<file path="src/rtl/ras_pkg.sv">
package ras_pkg;

    typedef enum logic [2:0] {
        OP_IDLE,
        OP_PUSH,
        OP_POP,
        OP_SWAP,
        OP_CLEAR
    } ras_op_e;

    // Flush dominates; call and return together form a swap.
    function automatic ras_op_e ras_decode(input logic flush, input logic call,
                                           input logic ret);
        ras_op_e op;
        if (flush)             op = OP_CLEAR;
        else if (call && ret)  op = OP_SWAP;
        else if (call)         op = OP_PUSH;
        else if (ret)          op = OP_POP;
        else                   op = OP_IDLE;
        return op;
    endfunction

endpackage

</file>
<file path="src/rtl/ras_link_addr.sv">
module ras_link_addr #(
    parameter int AW = 32,
    parameter int SW = 3
) (
    input  logic [AW-1:0] pc_i,
    input  logic [SW-1:0] size_i,
    output logic [AW-1:0] link_o
);

    logic [AW-1:0] size_ext;

    always_comb begin
        size_ext = '0;
        size_ext[SW-1:0] = size_i;
        link_o = pc_i + size_ext;
    end

endmodule

</file>
<file path="src/rtl/ras_ptr_ctrl.sv">
module ras_ptr_ctrl
    import ras_pkg::*;
#(
    parameter int DEPTH = 8,
    parameter int PTR_W = (DEPTH > 1) ? $clog2(DEPTH) : 1,
    parameter int CNT_W = $clog2(DEPTH + 1)
) (
    input  logic             clk,
    input  logic             rst_n,
    input  ras_op_e          op_i,
    output logic             pred_valid_o,
    output logic             wr_en_o,
    output logic [PTR_W-1:0] wr_idx_o,
    output logic [PTR_W-1:0] rd_idx_o,
    output logic [PTR_W-1:0] top_o,
    output logic [CNT_W-1:0] cnt_o
);

    localparam logic [PTR_W-1:0] LAST_IDX = PTR_W'(DEPTH - 1);
    localparam logic [CNT_W-1:0] FULL_CNT = CNT_W'(DEPTH);

    typedef struct packed {
        logic [PTR_W-1:0] top;
        logic [CNT_W-1:0] cnt;
    } ctl_t;

    ctl_t ctl_d, ctl_q;

    function automatic logic [PTR_W-1:0] ptr_inc(input logic [PTR_W-1:0] p);
        return (p == LAST_IDX) ? '0 : p + PTR_W'(1);
    endfunction

    function automatic logic [PTR_W-1:0] ptr_dec(input logic [PTR_W-1:0] p);
        return (p == '0) ? LAST_IDX : p - PTR_W'(1);
    endfunction

    logic empty;

    always_comb begin
        ctl_d        = ctl_q;
        empty        = (ctl_q.cnt == '0);
        pred_valid_o = 1'b0;
        wr_en_o      = 1'b0;
        wr_idx_o     = ptr_inc(ctl_q.top);
        unique case (op_i)
            OP_PUSH: begin
                wr_en_o   = 1'b1;
                ctl_d.top = ptr_inc(ctl_q.top);
                ctl_d.cnt = (ctl_q.cnt == FULL_CNT) ? ctl_q.cnt : ctl_q.cnt + CNT_W'(1);
            end
            OP_POP: begin
                if (!empty) begin
                    pred_valid_o = 1'b1;
                    ctl_d.top    = ptr_dec(ctl_q.top);
                    ctl_d.cnt    = ctl_q.cnt - CNT_W'(1);
                end
            end
            OP_SWAP: begin
                wr_en_o = 1'b1;
                if (!empty) begin
                    // pop then push lands on the same slot
                    pred_valid_o = 1'b1;
                    wr_idx_o     = ctl_q.top;
                end else begin
                    ctl_d.top = ptr_inc(ctl_q.top);
                    ctl_d.cnt = CNT_W'(1);
                end
            end
            OP_CLEAR: begin
                ctl_d.cnt = '0;
            end
            default: begin
                ctl_d = ctl_q;
            end
        endcase
    end

    always_ff @(posedge clk) begin
        if (!rst_n) begin
            ctl_q <= '0;
        end else begin
            ctl_q <= ctl_d;
        end
    end

    assign rd_idx_o = ctl_q.top;
    assign top_o    = ctl_q.top;
    assign cnt_o    = ctl_q.cnt;

endmodule

</file>
<file path="src/rtl/ras_entry_file.sv">
module ras_entry_file #(
    parameter int DEPTH = 8,
    parameter int AW    = 32,
    parameter int PTR_W = (DEPTH > 1) ? $clog2(DEPTH) : 1
) (
    input  logic             clk,
    input  logic             rst_n,
    input  logic             wr_en_i,
    input  logic [PTR_W-1:0] wr_idx_i,
    input  logic [AW-1:0]    wr_data_i,
    input  logic [PTR_W-1:0] rd_idx_i,
    output logic [AW-1:0]    rd_data_o
);

    logic [AW-1:0] ent_d [DEPTH];
    logic [AW-1:0] ent_q [DEPTH];

    for (genvar g = 0; g < DEPTH; g++) begin : g_slot
        always_comb begin
            ent_d[g] = ent_q[g];
            if (wr_en_i && (wr_idx_i == PTR_W'(g))) begin
                ent_d[g] = wr_data_i;
            end
        end

        always_ff @(posedge clk) begin
            if (!rst_n) begin
                ent_q[g] <= '0;
            end else begin
                ent_q[g] <= ent_d[g];
            end
        end
    end

    always_comb begin
        rd_data_o = '0;
        for (int i = 0; i < DEPTH; i++) begin
            if (rd_idx_i == PTR_W'(i)) begin
                rd_data_o = ent_q[i];
            end
        end
    end

endmodule

</file>
<file path="src/rtl/ras_predictor.sv">
module ras_predictor
    import ras_pkg::*;
#(
    parameter int DEPTH = 8,
    parameter int AW    = 32,
    parameter int SW    = 3
) (
    input  logic          clk,
    input  logic          rst_n,
    input  logic          flush_i,
    input  logic          call_i,
    input  logic          ret_i,
    input  logic [AW-1:0] fetch_pc_i,
    input  logic [SW-1:0] insn_size_i,
    output logic          pred_valid_o,
    output logic [AW-1:0] pred_target_o
);

    localparam int PTR_W = (DEPTH > 1) ? $clog2(DEPTH) : 1;
    localparam int CNT_W = $clog2(DEPTH + 1);

    ras_op_e          op;
    logic [AW-1:0]    link_addr;
    logic             wr_en;
    logic [PTR_W-1:0] wr_idx;
    logic [PTR_W-1:0] rd_idx;
    logic [PTR_W-1:0] top_ptr;
    logic [CNT_W-1:0] occ_cnt;
    logic [AW-1:0]    top_entry;

    assign op = ras_decode(flush_i, call_i, ret_i);

    ras_link_addr #(.AW(AW), .SW(SW)) u_link (
        .pc_i   (fetch_pc_i),
        .size_i (insn_size_i),
        .link_o (link_addr)
    );

    ras_ptr_ctrl #(.DEPTH(DEPTH), .PTR_W(PTR_W), .CNT_W(CNT_W)) u_ctrl (
        .clk          (clk),
        .rst_n        (rst_n),
        .op_i         (op),
        .pred_valid_o (pred_valid_o),
        .wr_en_o      (wr_en),
        .wr_idx_o     (wr_idx),
        .rd_idx_o     (rd_idx),
        .top_o        (top_ptr),
        .cnt_o        (occ_cnt)
    );

    ras_entry_file #(.DEPTH(DEPTH), .AW(AW), .PTR_W(PTR_W)) u_file (
        .clk       (clk),
        .rst_n     (rst_n),
        .wr_en_i   (wr_en),
        .wr_idx_i  (wr_idx),
        .wr_data_i (link_addr),
        .rd_idx_i  (rd_idx),
        .rd_data_o (top_entry)
    );

    assign pred_target_o = top_entry;

endmodule

</file>
<file path="config.mk">
export PLATFORM = sky130hd
export DESIGN_NAME = ras_predictor
export DESIGN_NICKNAME = d
export VERILOG_FILES = /design/src/rtl/ras_pkg.sv /design/src/rtl/ras_link_addr.sv /design/src/rtl/ras_ptr_ctrl.sv /design/src/rtl/ras_entry_file.sv /design/src/rtl/ras_predictor.sv
export SDC_FILE = /design/constraint.sdc
export NUM_CORES = 1
export LEC_CHECK = 0
export ABC_AREA = 1
export BUFFER_PORTS_ARGS = -buffer_cell sky130_fd_sc_hd__buf_2
export CORE_MARGIN = 1.5
export CORE_UTILIZATION = 60
export CTS_CLUSTER_SIZE = 12
export DETAILED_ROUTE_END_ITERATION = 10
export HOLD_SLACK_MARGIN = 0.02
export MAX_ROUTING_LAYER = met4
export PLACE_DENSITY = 0.85
export SLEW_MARGIN = 10
export SYNTH_ARGS = -nofsm -noshare
export SYNTH_HDL_FRONTEND = slang
export SYNTH_SLANG_ARGS = --single-unit
</file>
<file path="constraint.sdc">
create_clock -name clk -period 5.9 [get_ports clk]
set_input_delay 1.18 -clock clk [delete_from_list [all_inputs] [get_ports clk]]
set_output_delay 1.18 -clock clk [all_outputs]
set_load 0.005 [all_outputs]
</file>
==> flow_summary_export.csv <==
group,metric,value,unit
critical_path,regToRegSetupSlack,3000,ps
floorplanning,num_rows,56,
global_routing,grt_pass1_vias,13434,
power_and_ir_drop,p_leak,8.16,nW
clocking,cts_resized,0,
floorplanning,die_w,159,um
finish,final_net_count,2501,
critical_path,path_class,"flip-flop to primary output",
placed_design,place_worst_setup_slack,1550,ps
outcome,status,"finished, final reports clean",
route,dr.max_layer_used,"met4",
synthesis,yosys_most_used_dff,"dfxtp_1",
synthesis,netlist_area,0.0146,mm^2
synthesis,async_reset_ff_frac,0,
floorplanning,design.die.area,0.0253,mm^2
timing,setup-tns-final,0,ps
critical_path,r2r_start,"u_ctrl.rd_idx_o[0]",
hold_path,hp-class,"flip-flop to flip-flop",
timing,setup_viol_count_final,0,
timing,slew_headroom,0.215,
timing,finClkSkew,12.3,ps
critical_path,startpoint,"u_ctrl.rd_idx_o[2]",
route,drtIter0Drc,1576,
finish,stdcell_count,2791,
power_and_ir_drop,power_density,289,mW/mm^2
timing,timing.final.crit_share,0.852,
synthesis,syn_nets,2507,
route,routedWlPerCell,14.5,um
global_routing,grt_max_degree,134,
synthesis,synth_seq_cells,263,
route,via_per_inst,5.21,
job,drv_cap,0,
global_routing,antenna_found_initial,2,
global_routing,grtUsageTotal,0.323,
synthesis,synth.distinct_cells,34,
power_and_ir_drop,peakVddDrop,0.000237,V
placed_design,placedCellCount,2738,
floorplanning,die_h,159,um
global_routing,gr-total-overflow,0,
timing,worstMarginPinSlew,1170,ps
synthesis,synthCells,2455,
synthesis,synth_edf_count,0,
clocking,clock-sinks,263,
placed_design,dpl.hpwl,25.4,mm
route,routed_wl,40.4,mm
route,wl_met2,20.1,mm
timing,rsz0062_at_grt,"no",
route,wl_met3,2.55,mm
timing,hold_viol,0,
clocking,cts_hold_buf,0,
critical_path,critPathCapture,"pred_target_o[19]",
clocking,cts_root_buf,"clkbuf_16",
critical_path,reg2reg_to,"u_file.ent_q[5][31]",
critical_path,path_max_fanout,24,
floorplanning,core_region_area,0.0237,mm^2
critical_path,critical_path.endpoint_type,"primary output",
clocking,cts_tree,"done",
clocking,cts_buffers,28,
clocking,clock_path_buffers,3,
power_and_ir_drop,finalPower,4.57,mW
synthesis,yosysWarnings,0,
critical_path,start_kind,"flip-flop",
global_routing,grt_pass1_wl,65.4,mm
route,drt-pass1-iter-count,6,
floorplanning,start_util,0.617,
clocking,clkTransAtPathRegs,60,ps
finish,areaGrowthSynthToFinish,8.07,%
synthesis,ys_seq_area_frac,0.360,
route,drc,0,
route,ant_nets,0,
clocking,worstSkewPairLatency,550,ps
placed_design,routabilityCongestion,0.963,
critical_path,crit_arrival,3840,ps
placed_design,numPortBuffers,72,
route,vias,14536,
clocking,cts_setup_buffers,0,
route,wl_met1,15.8,mm
timing,layout_setup_ws,875,ps
timing,whs,473,ps
clocking,cts-htree-levels,1,
timing,fin_crit,5020,ps
floorplanning,io_pins,73,
finish,drive_gt1_frac,0.0749,
critical_path,r2r_cells,11,
timing,max_freq,0.199,GHz
critical_path,critical_path_required,4720,ps
timing,slew_violations,0,
synthesis,avgSynthCellArea,5.95,um^2
## cells by family after synthesis
logic type                 Yosys count  synth area share
buffers and inverters              371             0.106
adders and majority gates           12            0.0108
and+or+nand+nor                   1693             0.472
xor gates and xnor gates            25            0.0150
AOI/OAI and AO/OA                   91            0.0353
DFF                                263             0.360
## how the worst min path moves through the flow
stage                  startpoint                 end  slack [ps]  cells past startpoint
5_1_grt        u_file.ent_q[4][9]  u_file.ent_q[4][9]         500                      2
4_1_cts        u_file.ent_q[4][9]  u_file.ent_q[4][9]         480                      2
3_3_place_gp   u_file.ent_q[4][9]  u_file.ent_q[4][9]         450                      2
3_5_place_dp   u_file.ent_q[4][5]  u_file.ent_q[4][5]         460                      2
2_1_floorplan  u_file.ent_q[4][0]  u_file.ent_q[4][0]         450                      2
6_report       u_file.ent_q[4][9]  u_file.ent_q[4][9]         470                      2
## layer usage
| layer | vias up | global-route usage |
|---|---|---|
| li1 | 7296 | - |
| met1 | 6531 | 0.358 |
| met2 | 565 | 0.567 |
| met3 | 144 | 0.0393 |
| met4 | 0 | 0.169 |
| met5 | - | - |
## cell usage in the layout, fill, tap and decap left out, types with 4 or more instances in the layout
| cell type | instances |
|---|---|
| or2_2 | 14 |
| buf_2 | 71 |
| nand2_4 | 11 |
| nand3b_1 | 6 |
| xnor2_1 | 7 |
| clkbuf_8 | 5 |
| ha_1 | 10 |
| nor2_1 | 593 |
| xor2_1 | 18 |
| nand3_1 | 145 |
| o21ai_0 | 57 |
| inv_1 | 247 |
| nand2_1 | 885 |
| clkbuf_16 | 29 |
| nor2_4 | 7 |
| nand2_2 | 12 |
| dfxtp_1 | 263 |
| a21oi_1 | 24 |
| clkbuf_1 | 13 |
| nor2_8 | 8 |
| o21ai_4 | 4 |
| nor3_1 | 5 |
| buf_4 | 11 |
## synth_stat cells, types with 4 or more instances
| library cell | number | share of area |
|---|---|---|
| nand2_1 | 887 | 0.23 |
| nor2_1 | 595 | 0.15 |
| dfxtp_1 | 263 | 0.36 |
| inv_1 | 247 | 0.063 |
| nand3_1 | 145 | 0.050 |
| clkbuf_1 | 62 | 0.016 |
| o21ai_0 | 57 | 0.020 |
| buf_2 | 25 | 0.0086 |
| a21oi_1 | 24 | 0.0082 |
| xor2_1 | 18 | 0.011 |
| or2_2 | 14 | 0.0060 |
| buf_6 | 13 | 0.010 |
| ha_1 | 11 | 0.0094 |
| nand2_4 | 11 | 0.0085 |
| buf_1 | 10 | 0.0026 |
| nand2_2 | 10 | 0.0043 |
| buf_4 | 9 | 0.0046 |
| nor2_8 | 8 | 0.011 |
| xnor2_1 | 7 | 0.0042 |
| nand3b_1 | 6 | 0.0031 |
| nor2_4 | 5 | 0.0039 |
| nor3_1 | 5 | 0.0017 |
| o21ai_4 | 4 | 0.0045 |
## layout make-up
class,instances,area [um^2]
Fill cell,2151,7890
Multi-Input combinational cell,1821,7820
Sequential cell,263,5270
Inverter,252,946
Clock buffer,47,843
Timing Repair Buffer,83,449
Tap cell,319,399
Clock inverter,4,70.1
Antenna cell,2,5.00
## critical path, cell delays in order (launching register included)
cell and delay [ps]:
dfxtp_1 620, clkinv_1 380, ha_1 540, inv_1 540
buf_4 370, o21ai_0 130, inv_1 90, nand2_1 50
nand2_1 60, nand3_1 70, nand3_1 120, nand2_1 60
nand2_1 130, buf_2 140
## report_power, final
group / switching (mW) / leakage (nW) / internal, mW / total (mW)
Combinational: 0.620 / 5.58 / 0.279 / 0.899
Clock: 0.713 / 0.445 / 1.05 / 1.76
Sequential: 0.0449 / 2.13 / 1.86 / 1.91
Total: 1.38 / 8.16 / 3.19 / 4.57
## through the flow
stage               cell area (um^2)   util
floorplan                      14600      -
global placement               14900  0.628
detailed placement             14900  0.628
CTS                            15800  0.667
global route                   15800  0.667
finish                         15800  0.667
## sequential cells by signal, summed over array words and instances (netlist names)
register and cells:
u_file.ent_q 256, u_ctrl.cnt_o 4, u_ctrl.rd_idx_o 3
Power figures use the tool's default switching activity.
